### src/rtl/gprv_pkg.sv
package gprv_pkg;
    typedef enum logic [1:0] {
        VW_LO8 = 2'd0,
        VW_HI8 = 2'd1,
        VW_W16 = 2'd2,
        VW_W32 = 2'd3
    } view_e;
endpackage

### src/rtl/gprv_decode.sv
module gprv_decode
    import gprv_pkg::*;
#(
    parameter int CODE_W = 3,
    localparam int IDX_W = CODE_W
) (
    input  logic [CODE_W-1:0] code,
    input  logic              has_w,
    input  logic              w,
    input  logic              op32,
    output logic [IDX_W-1:0]  idx,
    output view_e             view
);
    // A narrow byte selection folds the top code bit into a low/high choice.
    always_comb begin
        if (has_w && !w) begin
            idx  = {1'b0, code[CODE_W-2:0]};
            view = code[CODE_W-1] ? VW_HI8 : VW_LO8;
        end else begin
            idx  = code;
            view = op32 ? VW_W32 : VW_W16;
        end
    end
endmodule

### src/rtl/gprv_extract.sv
module gprv_extract
    import gprv_pkg::*;
#(
    parameter int DATA_W = 32,
    localparam int BYTE_W = 8,
    localparam int HALF_W = 16
) (
    input  logic [DATA_W-1:0] word,
    input  view_e             view,
    output logic [DATA_W-1:0] data
);
    always_comb begin
        data = '0;
        unique case (view)
            VW_LO8: data[BYTE_W-1:0] = word[BYTE_W-1:0];
            VW_HI8: data[BYTE_W-1:0] = word[HALF_W-1:BYTE_W];
            VW_W16: data[HALF_W-1:0] = word[HALF_W-1:0];
            VW_W32: data             = word;
            default: data            = '0;
        endcase
    end
endmodule

### src/rtl/gprv_merge.sv
module gprv_merge
    import gprv_pkg::*;
#(
    parameter int DATA_W = 32,
    localparam int BYTE_W = 8,
    localparam int HALF_W = 16
) (
    input  logic [DATA_W-1:0] old_word,
    input  logic [DATA_W-1:0] wdata,
    input  view_e             view,
    output logic [DATA_W-1:0] new_word
);
    // Only the bits of the selected view are replaced.
    always_comb begin
        new_word = old_word;
        unique case (view)
            VW_LO8: new_word[BYTE_W-1:0]      = wdata[BYTE_W-1:0];
            VW_HI8: new_word[HALF_W-1:BYTE_W] = wdata[BYTE_W-1:0];
            VW_W16: new_word[HALF_W-1:0]      = wdata[HALF_W-1:0];
            VW_W32: new_word                  = wdata;
            default: new_word                 = old_word;
        endcase
    end
endmodule

### src/rtl/gpr_view_file.sv
module gpr_view_file
    import gprv_pkg::*;
#(
    parameter int DATA_W   = 32,
    parameter int CODE_W   = 3,
    localparam int NUM_REG = 1 << CODE_W,
    localparam int NUM_RD  = 2
) (
    input  logic              clk,
    input  logic              rst_n,
    input  logic              op32,
    input  logic [CODE_W-1:0] rd0_code,
    input  logic              rd0_has_w,
    input  logic              rd0_w,
    output logic [DATA_W-1:0] rd0_data,
    input  logic [CODE_W-1:0] rd1_code,
    input  logic              rd1_has_w,
    input  logic              rd1_w,
    output logic [DATA_W-1:0] rd1_data,
    input  logic              wr_en,
    input  logic [CODE_W-1:0] wr_code,
    input  logic              wr_has_w,
    input  logic              wr_w,
    input  logic [DATA_W-1:0] wr_data
);
    logic [DATA_W-1:0] regs [NUM_REG];

    // ---------------- write path ----------------
    logic [CODE_W-1:0] wr_idx;
    view_e             wr_view;
    logic [DATA_W-1:0] wr_old;
    logic [DATA_W-1:0] wr_new;

    gprv_decode #(.CODE_W(CODE_W)) u_wdec (
        .code (wr_code),
        .has_w(wr_has_w),
        .w    (wr_w),
        .op32 (op32),
        .idx  (wr_idx),
        .view (wr_view)
    );

    assign wr_old = regs[wr_idx];

    gprv_merge #(.DATA_W(DATA_W)) u_merge (
        .old_word(wr_old),
        .wdata   (wr_data),
        .view    (wr_view),
        .new_word(wr_new)
    );

    for (genvar g = 0; g < NUM_REG; g++) begin : g_reg
        logic hit;
        assign hit = wr_en && (wr_idx == CODE_W'(g));
        always_ff @(posedge clk or negedge rst_n) begin
            if (!rst_n) begin
                regs[g] <= '0;
            end else if (hit) begin
                regs[g] <= wr_new;
            end
        end
    end

    // ---------------- read paths ----------------
    logic [CODE_W-1:0] rd_code  [NUM_RD];
    logic              rd_has_w [NUM_RD];
    logic              rd_w     [NUM_RD];
    logic [DATA_W-1:0] rd_out   [NUM_RD];

    assign rd_code[0]  = rd0_code;
    assign rd_has_w[0] = rd0_has_w;
    assign rd_w[0]     = rd0_w;
    assign rd_code[1]  = rd1_code;
    assign rd_has_w[1] = rd1_has_w;
    assign rd_w[1]     = rd1_w;

    for (genvar p = 0; p < NUM_RD; p++) begin : g_rd
        logic [CODE_W-1:0] idx;
        view_e             view;
        logic [DATA_W-1:0] word;

        gprv_decode #(.CODE_W(CODE_W)) u_dec (
            .code (rd_code[p]),
            .has_w(rd_has_w[p]),
            .w    (rd_w[p]),
            .op32 (op32),
            .idx  (idx),
            .view (view)
        );

        assign word = regs[idx];

        gprv_extract #(.DATA_W(DATA_W)) u_ext (
            .word(word),
            .view(view),
            .data(rd_out[p])
        );
    end

    assign rd0_data = rd_out[0];
    assign rd1_data = rd_out[1];
endmodule

### config.mk
export PLATFORM = sky130hd
export DESIGN_NAME = gpr_view_file
export DESIGN_NICKNAME = d
export VERILOG_FILES = /design/src/rtl/gprv_pkg.sv /design/src/rtl/gprv_decode.sv /design/src/rtl/gprv_extract.sv /design/src/rtl/gprv_merge.sv /design/src/rtl/gpr_view_file.sv
export SDC_FILE = /design/constraint.sdc
export NUM_CORES = 1
export LEC_CHECK = 0
export BUFFER_PORTS_ARGS = -buffer_cell sky130_fd_sc_hd__buf_4
export CAP_MARGIN = 10
export CELL_PAD_IN_SITES_DETAIL_PLACEMENT = 1
export CELL_PAD_IN_SITES_GLOBAL_PLACEMENT = 2
export CORE_ASPECT_RATIO = 1.25
export CORE_MARGIN = 4
export CORE_UTILIZATION = 44
export DETAILED_ROUTE_END_ITERATION = 8
export GPL_TIMING_DRIVEN = 0
export PLACE_DENSITY = 0.95
export SLEW_MARGIN = 0
export SYNTH_ARGS = -nofsm -noshare
export SYNTH_HDL_FRONTEND = slang
export SYNTH_SLANG_ARGS = --single-unit
### constraint.sdc
create_clock -name clk -period 2.3 [get_ports clk]
set_clock_uncertainty 0.05 [all_clocks]
set_input_delay 0.115 -clock clk [delete_from_list [all_inputs] [get_ports clk]]
set_output_delay 0.115 -clock clk [all_outputs]
set_load 0.05 [all_outputs]
==> results.py, run 1 <==
metrics = {
    "run_status": {
        "run_status": "completed",
    },
    "placed_design": {
        "place.port_buffers": 106,
        "dpl.hpwl_um": 41200,
        "gp_congestion": 0.913,
    },
    "cts": {
        "clkTransAtPathRegs_ns": 0.06,
        "cts_root_buf": "clkbuf_16",
        "cts_tree": "yes",
        "clock_sinks": 256,
        "cts_buffers": 29,
        "cts.htree.levels": 1,
        "clk-insertion-delay-late_ns": 0.57,
        "clk_path_buf_depth": 3,
    },
    "synth": {
        "ys_seq_area_share_pct": 42.5,
        "synth_xor_area_share_pct": 0,
        "yosys-mux-area-fraction_pct": 31.1,
        "synth_compound_area_share_pct": 11.6,
        "synth-adder-area-share_pct": 0,
        "ys_types": 37,
        "ys_seq_elements": 256,
        "synth.cell_area_um2": 15100,
        "yosysWarnings": 0,
        "synth.avg_cell_area_um2": 11.3,
        "synthCells": 1329,
        "yosys.area_share.simple_pct": 10.5,
        "synth_top_family_by_area": "multiplexers",
        "synth_nets": 1380,
    },
    "drt": {
        "avgRoutedWirePerCell_um": 29.7,
        "antenna_left": 0,
        "drtIter0Drc": 1116,
        "firstDrtPassIters": 5,
        "vias": 12800,
        "drc": 0,
        "totalWireLength_um": 57400,
        "viasPerCell": 6.61,
    },
    "global_routing": {
        "grt_use_met3_pct": 4.53,
        "grt_pass1_vias": 13900,
        "antenna_found_initial": 0,
        "grt_pass1_wl_um": 87500,
        "met2_usage_pct": 51.4,
        "met1_usage_pct": 38.5,
        "grt_overflow": 0,
        "grt_usage_pct": 30.7,
        "grt_max_degree": 105,
        "grt_busiest_layer": "met2",
    },
    "worst_setup_path": {
        "cp_max_fo": 4,
        "critPathLaunchType": "flop",
        "path_delay_family": "multiplexers",
        "cp_slowest_cell": "mux4_2",
        "max_stage_delay_ns": 0.59,
        "crit_type": "reg -> out",
        "endpoint_kind": "primary output",
        "worstPathRequired_ns": 2.13,
        "arrival_ns": 2.12,
        "cp_cell_sequence": "mux4_2 -> mux2i_1 -> a21oi_1 -> buf_4",
        "crit_buf_inv": 1,
    },
    "flow_run": {
        "drv_cap": 0,
    },
    "finish": {
        "largest_register_ff_count": 256,
        "drive_gt1_share_pct": 32.1,
        "synthToLayoutAreaGrowth_pct": 16.9,
        "fin_nets": 1539,
        "top_register": "regs",
        "final_util_pct": 52.3,
        "fillerInstances": 3616,
        "largest_registers": "regs x256",
        "antennaDiodeCount": 0,
    },
    "floorplan": {
        "die_area_um2": 37300,
        "core_um2": 33700,
        "boundaryPins": 115,
        "die_h_um": 215,
        "rows": 75,
        "start_util_pct": 44.8,
        "die_x_um": 174,
    },
    "sta": {
        "fmax_ghz": 0.438,
        "min_period_ns": 2.28,
        "rsz0062_at_grt": "yes",
        "holdWs_ns": 0.0182,
        "tightest_slew_ns": 0.844,
        "setup_viol": 0,
        "slew_viol_final": 0,
        "relSlewSlack_pct": 43.8,
        "fin_crit_sh_pct": 99.3,
        "hold_viol_final": 0,
    },
    "power_and_ir_drop": {
        "leakage_nw": 7.39,
        "ir_drop_v": 0.000531,
        "p_per_area_nw_per_um2": 952,
    },
    "min_path": {
        "hold_path.class": "in -> reg",
    },
}
report_power, final:
group,switching (mW),leakage (nW),total [mW],internal [mW]
clock network,1.95,0.458,4.62,2.67
registers,1.11,3.11,6.71,5.61
logic,2.96,3.83,5.44,2.48
cells in the mapped netlist (all sizes together):
cell     count  area, µm²
nor4b        1       15.0
o2111ai      1       15.0
mux4       176       3970
o21ai      128        641
nor2b        3       18.8
nor3         1       10.0
a211o        1       8.76
mux2        32        360
and2         2       12.5
clkbuf      31        119
a2111o       1       11.3
nand2      236        905
a31oi       14       87.6
o2bb2ai      8       70.1
mux2i       26        360
nor4         2       18.8
dfrtp      256       6410
nor2       129        484
buf         88        519
and3        16        100
nand2b       3       18.8
a21oi      170        907
inv          3       11.3
o211ai       1       12.5
per-stage QoR:
stage / setup TNS, ns / instances / area [µm²] / total power, mW / setup slack [ns]
floorplan: 0 / 1329 / 15100 / 10.2 / 0.348
global placement: -271.92 / 1858 / 16400 / 11.7 / -1.10
detailed placement: -0.541 / 1860 / 16500 / 12.0 / -0.115
CTS: 0 / 1929 / 17600 / 16.8 / 0.00203
global route: -0.00463 / 1930 / 17600 / 17.6 / -0.00248
finish: 0 / 1930 / 17600 / 16.8 / 0.0157
path summary, 6_finish.rpt:
kind | from | end | slack, ns | depth (start not counted)
setup / recovery | regs[237]$_DFFE_PN0P_ | rd0_data[5] | 0.02 | 4
hold / removal | wr_data[29] | regs[29]$_DFFE_PN0P_ | 0.02 | 4
max in group asynchronous | rst_n | regs[153]$_DFFE_PN0P_ | 0.73 | 4
hold reg to reg | regs[180]$_DFFE_PN0P_ | regs[180]$_DFFE_PN0P_ | 0.48 | 2
setup reg to reg | regs[129]$_DFFE_PN0P_ | regs[129]$_DFFE_PN0P_ | 0.66 | 3
min in group asynchronous | rst_n | regs[228]$_DFFE_PN0P_ | 0.13 | 2
cells by family after synthesis:
family | Yosys count
flops | 256
buf+inv | 122
compound gates | 324
mux | 234
simple gates | 393
worst register-to-register path, stage by stage, from the launching register on:
cell	delay, ns
dfrtp_1	0.43
mux4_2	0.54
mux2i_4	0.32
o21ai_0	0.16
layout by cell type (no fill, tap or decap), types with 17 or more instances in the layout:
master         synthesis  routed
buf_2                 52      53
buf_4                 16     124
o21ai_0              103     103
mux2i_1               18      17
o21ai_1               25      25
mux4_2               175     175
nand2_1              234     231
nor2_1               129     129
dlygate4sd3_1          0      17
a21oi_1              155     155
mux2_2                32      32
clkbuf_1              29      30
dfrtp_1              256     256
clkbuf_16              0      29
cell type report:
class                      instances  area, µm²  area share, %
multi-input combinational        951       8040           45.6
sequential                       256       6410           36.3
timing repair buffer             128       1050           5.96
clock buffer                      44        862           4.89
buffer                           119        669           3.80
tap                              423        529           3.00
clock inverter                     6       62.6          0.355
inverter                           3       11.3         0.0639
routing by layer:
| metal | up-vias | share of wire, % | routed length [µm] |
|---|---|---|---|
| li1 | 5209 | - | - |
| met5 | - | 0 | 0 |
| met1 | 6667 | 37 | 21000 |
| met4 | 0 | 7.1 | 4090 |
| met3 | 198 | 7.4 | 4270 |
| met2 | 687 | 49 | 28000 |
timing repair:
action                                  in CTS  in global routing
setup buffers                                2                  1
endpoints found under the hold margin      228                  0
endpoints found under the setup margin      19                 16
pin swaps                                    1                  1
resized for setup                           13                  7
hold buffers                                17                  0
No activity file was read; power rests on OpenSTA's default activity.
==> run 2: changes to the inputs <==
PLACE_DENSITY = unset   (was 0.95)
PLACE_DENSITY_LB_ADDON = 0.1   (was unset)
==> run 2 against run 1 <==
Effect of this change:
- the run now ends with setup timing left
- first-iteration DRC count rose by 2.2%
- die area did not move
- critical path depth rose by 2
- clock power rose by 2%
- critical path type is now in -> out
- highest routed layer unchanged
==> results.py, run 2 (synthesis results as in run 1) <==
metrics = {
    "sta": {
        "min_period_ns": 2.32,
        "hold_viol_final": 0,
        "fin_crit_sh_pct": 101,
        "rsz0062_at_grt": "yes",
        "slew_viol_final": 0,
        "setup_ws_ns": -0.0152,
        "setup_viol": 2,
        "holdWs_ns": 0.0287,
        "tightest_slew_ns": 0.982,
        "relSlewSlack_pct": 34.6,
        "fmax_ghz": 0.432,
    },
    "floorplan": {
        "boundaryPins": 115,
        "rows": 75,
        "start_util_pct": 44.8,
        "die_area_um2": 37300,
        "die_h_um": 215,
        "core_um2": 33700,
        "die_x_um": 174,
    },
    "finish": {
        "final_util_pct": 52.2,
        "top_register": "regs",
        "drive_gt1_share_pct": 31.7,
        "layout_common_cells": "256 x dfrtp_1, 232 x nand2_1, 175 x mux4_2",
        "antennaDiodeCount": 0,
        "fin_area_um2": 17600,
        "largest_register_ff_count": 256,
        "synthToLayoutAreaGrowth_pct": 16.7,
        "layout_commonest_cell": "dfrtp_1",
        "fin_nets": 1537,
        "largest_registers": "regs x256",
    },
    "worst_setup_path": {
        "cp_max_fo": 10,
        "worstPathRequired_ns": 2.13,
        "arrival_ns": 2.15,
        "critPathLaunchType": "input port",
        "crit_type": "in -> out",
        "endpoint_kind": "primary output",
    },
    "placed_design": {
        "dpl.hpwl_um": 42100,
        "dp_slack_ns": -0.0665,
        "placed_cell_area_um2": 16500,
        "gp_congestion": 0.886,
        "place.port_buffers": 106,
    },
    "drt": {
        "totalWireLength_um": 58000,
        "firstDrtPassIters": 5,
        "drtIter0Drc": 1140,
        "viasPerCell": 6.39,
        "antenna_left": 0,
        "vias": 12300,
        "avgRoutedWirePerCell_um": 30.1,
        "drc": 0,
    },
    "run_status": {
        "violations": "setup timing",
        "run_status": "finished with violations",
    },
    "global_routing": {
        "grt_busiest_layer": "met2",
        "grt_pass1_vias": 13300,
        "grt_use_met3_pct": 4.09,
        "met2_usage_pct": 52.1,
        "grt_pass1_wl_um": 87000,
        "antenna_found_initial": 0,
        "grt_overflow": 0,
        "grt_usage_pct": 31.1,
        "grt_max_degree": 106,
        "met1_usage_pct": 39.6,
    },
    "cts": {
        "cts_buffers": 29,
        "clock_sinks": 256,
        "cts.htree.levels": 1,
        "cts_root_buf": "clkbuf_16",
        "clk_path_buf_depth": 3,
        "clkTransAtPathRegs_ns": 0.07,
        "clk-insertion-delay-late_ns": 0.57,
        "cts_tree": "yes",
    },
    "flow_run": {
        "drv_cap": 0,
    },
    "min_path": {
        "hold_path.class": "in -> reg",
    },
    "power_and_ir_drop": {
        "p_per_area_nw_per_um2": 953,
        "leakage_nw": 7.38,
        "ir_drop_v": 0.00106,
        "p_total_mw": 16.8,
    },
}
## run 2: final timing paths
kind / startpoint / slack (ns) / cells after the start / to
setup / recovery: rd0_code[1] / -0.02 / 6 / rd0_data[19]
hold / removal: wr_data[31] / 0.03 / 4 / regs[63]$_DFFE_PN0P_
setup reg to reg: regs[220]$_DFFE_PN0P_ / 0.65 / 3 / regs[188]$_DFFE_PN0P_
hold reg to reg: regs[201]$_DFFE_PN0P_ / 0.47 / 2 / regs[201]$_DFFE_PN0P_
max in group asynchronous: rst_n / 1.17 / 3 / regs[93]$_DFFE_PN0P_
min in group asynchronous: rst_n / 0.05 / 2 / regs[229]$_DFFE_PN0P_
## run 2: cell type report
type                    count  area, µm²
multi-input cells         951       8030
well taps                 423        529
clock buffers              41        811
plain buffers             119        662
flip-flops and latches    256       6410
repair buffers            126       1040
clock inverters             8        115
fillers                  3593      16100
inverters                   3       11.3
## run 2: routing by layer
layer	part of all wire, %	wire length, µm	vias up
met5	0	0	-
met4	6.1	3520	0
met3	5.6	3260	142
met2	49	28500	504
met1	39	22700	6449
li1	-	-	5214
## run 2: critical path, cell delays in order
cell and delay, ns:
buf_2 0.25, buf_1 0.77, mux4_2 0.43, nand2_1 0.07, a21oi_1 0.25, buf_4 0.25
## run 2: per-stage QoR
| stage | TNS, ns | instances |
|---|---|---|
| final | -0.0210 | 1927 |
| after global routing | -0.00526 | 1927 |
| after CTS | 0 | 1926 |
| after detailed placement | -0.508 | 1860 |
| after global placement | -295.38 | 1858 |
| after floorplan | 0 | 1329 |
## run 2: power by group
group / internal [mW] / leakage, nW / switching (mW) / total, mW
Combinational: 2.47 / 3.82 / 2.96 / 5.43
Clock: 2.76 / 0.458 / 1.94 / 4.70
Sequential: 5.61 / 3.11 / 1.04 / 6.65
Total: 10.8 / 7.38 / 5.94 / 16.8
## run 2: repair_timing
| action | CTS | global route |
|---|---|---|
| setup buffers | 0 | 1 |
| hold endpoints to repair | 203 | 0 |
| hold buffers | 17 | 0 |
| gates resized for setup | 7 | 11 |
| pin swaps | 0 | 2 |
| setup endpoints to repair | 10 | 15 |
==> run 3: changes to the inputs <==
ABC_AREA = 1   (was unset)
CORE_UTILIZATION = 36   (was 44)
==> run 3 against run 2 <==
Effect of this change:
- the flow now finishes without violations
- global-route usage up 8.7 points
- largest power group unchanged
- clock power up 23%
- sequential power down 3%
- sequential share of layout area down 3.4 points
- highest routed layer unchanged
- largest cell class unchanged
- via count up 65%
- clock-buffer cell count up 11
==> results.py, run 3 <==
metrics = {
    "finish": {
        "final_util_pct": 43.0,
        "largest_register_ff_count": 256,
        "top_register": "regs",
        "layout_commonest_cell": "nand2_1",
        "layout_common_cells": "1177 x nand2_1, 367 x o21ai_0, 256 x dfrtp_1",
        "fin_nets": 2831,
        "synthToLayoutAreaGrowth_pct": 17.8,
        "largest_registers": "regs x256",
        "drive_gt1_share_pct": 10.7,
    },
    "synth": {
        "synth.cell_area_um2": 16500,
        "ys_seq_area_share_pct": 38.9,
        "yosysWarnings": 0,
        "synth-adder-area-share_pct": 0,
        "synth_top_family_by_area": "simple AND/OR/NAND/NOR gates",
        "synthCells": 2631,
        "synth_ff_type": "dfrtp_1",
        "synth.avg_cell_area_um2": 6.26,
        "synth_most_common_cell": "nand2_1",
        "yosysTopAreaCell": "dfrtp_1",
        "synth_edf_count": 0,
        "yosys-mux-area-fraction_pct": 0,
        "synth_common_cells": "1177 x nand2_1, 369 x o21ai_0, 256 x dfrtp_1",
        "synth_xor_area_share_pct": 0,
        "synth_area_leaders": "dfrtp_1 39%, nand2_1 27%, o21ai_0 11%",
        "ys_seq_elements": 256,
        "ys_types": 25,
        "synth_compound_area_share_pct": 18.6,
        "yosys.area_share.simple_pct": 34.9,
        "synth_nets": 2682,
        "async_flop_share_pct": 100,
        "netlist.area_leader.share_pct": 38.9,
    },
    "sta": {
        "rsz0062_at_grt": "yes",
        "fmax_ghz": 0.436,
        "fin_crit_sh_pct": 99.8,
        "hold_viol_final": 0,
        "tightest_slew_ns": 1.25,
        "holdWs_ns": 0.0142,
        "min_period_ns": 2.30,
        "setup_viol": 0,
        "slew_viol_final": 0,
        "relSlewSlack_pct": 16.7,
        "setup_ws_ns": 0.00481,
    },
    "drt": {
        "viasPerCell": 5.99,
        "totalWireLength_um": 98700,
        "avgRoutedWirePerCell_um": 29.2,
        "firstDrtPassIters": 5,
        "vias": 20300,
        "drtIter0Drc": 1836,
        "antenna_left": 0,
        "drc": 0,
    },
    "placed_design": {
        "place.port_buffers": 109,
        "dpl.hpwl_um": 70200,
        "gp_congestion": 1.01,
        "dp_slack_ns": -0.711,
    },
    "worst_setup_path": {
        "cp_cell_sequence": "buf_2 -> inv_1 -> clkbuf_1 -> o21ai_0 -> o22ai_1 -> nand2_1 -> nand2_1 -> nand2_1 -> nand2_1 -> buf_4",
        "cp_common_cell": "nand2_1",
        "max_stage_delay_ns": 0.54,
        "cp_max_fo": 10,
        "crit_type": "in -> out",
        "crit_buf_inv": 4,
        "cp_slowest_cell": "clkbuf_1",
        "critPathLaunchType": "input port",
        "worstPathRequired_ns": 2.13,
        "arrival_ns": 2.13,
        "path_delay_family": "buffers and inverters",
        "endpoint_kind": "primary output",
    },
    "cts": {
        "cts_buffers": 35,
        "cts_tree": "yes",
        "post_cts_buffers": 0,
        "clk_path_buf_depth": 3,
        "cts.htree.levels": 2,
        "clkTransAtPathRegs_ns": 0.06,
        "clk-insertion-delay-late_ns": 0.56,
        "clock_sinks": 256,
        "cts_root_buf": "clkbuf_16",
    },
    "global_routing": {
        "grt_pass1_wl_um": 142000,
        "grt_usage_pct": 39.8,
        "grt_pass1_vias": 20600,
        "grt_max_degree": 110,
        "grt_overflow": 0,
        "antenna_found_initial": 1,
    },
    "floorplan": {
        "die_h_um": 247,
        "boundaryPins": 115,
        "start_util_pct": 36.5,
        "core_um2": 45200,
        "die_area_um2": 49300,
        "die_x_um": 199,
        "rows": 87,
    },
    "flow_run": {
        "drv_cap": 0,
    },
    "power_and_ir_drop": {
        "p_per_area_nw_per_um2": 885,
        "leakage_nw": 9.86,
        "ir_drop_v": 0.000520,
    },
    "min_path": {
        "hold_path.class": "in -> reg",
    },
    "run_status": {
        "run_status": "completed",
    },
}
==> run 3: cell types whose count changed after synthesis, moves of 11 or more <==
cell,before,now
a21oi_2,15,0
nand4_1,0,11
o21ai_0,103,369
o21ai_1,25,9
mux2i_1,18,0
clkbuf_1,29,105
mux2_2,32,0
nand2_1,234,1177
mux4_2,175,0
nand3_1,0,134
inv_1,2,125
and3_1,16,0
a21oi_1,155,193
==> run 3: routing by layer <==
metal / part of all wire (%) / wire (µm) / track usage (%) / vias to the layer above
met5: 0 / 0 / 0 / -
met4: 8.7 / 8560 / 28.0 / 0
met3: 8.2 / 8120 / 7.37 / 382
met2: 46 / 45000 / 63.5 / 1128
met1: 37 / 37000 / 48.2 / 10000
li1: - / - / - / 8753
==> run 3: cell type report <==
class | instances | area, µm²
antenna | 2 | 5.00
buffer | 175 | 866
clock buffer | 52 | 1050
clock inverter | 8 | 119
fill | 6043 | 25800
inverter | 133 | 503
multi-input combinational | 2067 | 8840
sequential | 256 | 6410
tap | 578 | 723
timing repair buffer | 112 | 891
==> run 3: tightest hold or removal path, cell delays in order <==
cell and delay, ns:
buf_4 0.09, nand2_1 0.04, o21ai_0 0.06, inv_1 0.10, a31oi_1 0.17
==> run 3: cells by family (layout without fill, tap and decap cells) <==
kind of cell	count (synthesis)	after routing
buf+inv	308	480
other cells	0	2
compound gates	602	602
flops	256	256
simple gates	1465	1465
==> run 3: power by group <==
part	internal, mW	switching (mW)
clock	3.49	2.30
combinational	1.46	3.46
sequential	5.50	0.964
total	10.5	6.72
==> run 3: final timing paths <==
path	cells past startpoint	start	slack [ns]	endpoint
worst min register to register	2	regs[65]$_DFFE_PN0P_	0.44	regs[65]$_DFFE_PN0P_
min in group asynchronous	2	rst_n	0.05	regs[82]$_DFFE_PN0P_
worst max-delay path	10	rd0_code[1]	0.005	rd0_data[0]
max in group asynchronous	3	rst_n	1.16	regs[197]$_DFFE_PN0P_
worst min-delay path	5	wr_data[9]	0.01	regs[9]$_DFFE_PN0P_
worst max register to register	8	regs[153]$_DFFE_PN0P_	0.70	regs[249]$_DFFE_PN0P_
==> run 3: through the flow <==
stage                     std cells  setup TNS, ns  power, mW  instance area (µm²)
after floorplan                2631              0       9.28                16500
after global placement         3318        -387.39       11.1                18000
after detailed placement       3320         -46.67       11.3                18100
after CTS                      3381              0       17.1                19400
after global routing           3381        -0.0290       18.0                19400
final                          3383              0       17.2                19400
==> run 3: what timing repair did <==
action	CTS	global route
gates resized for setup	63	54
endpoints found under the setup margin	63	36
hold buffers	1	0
hold endpoints to repair	65	0
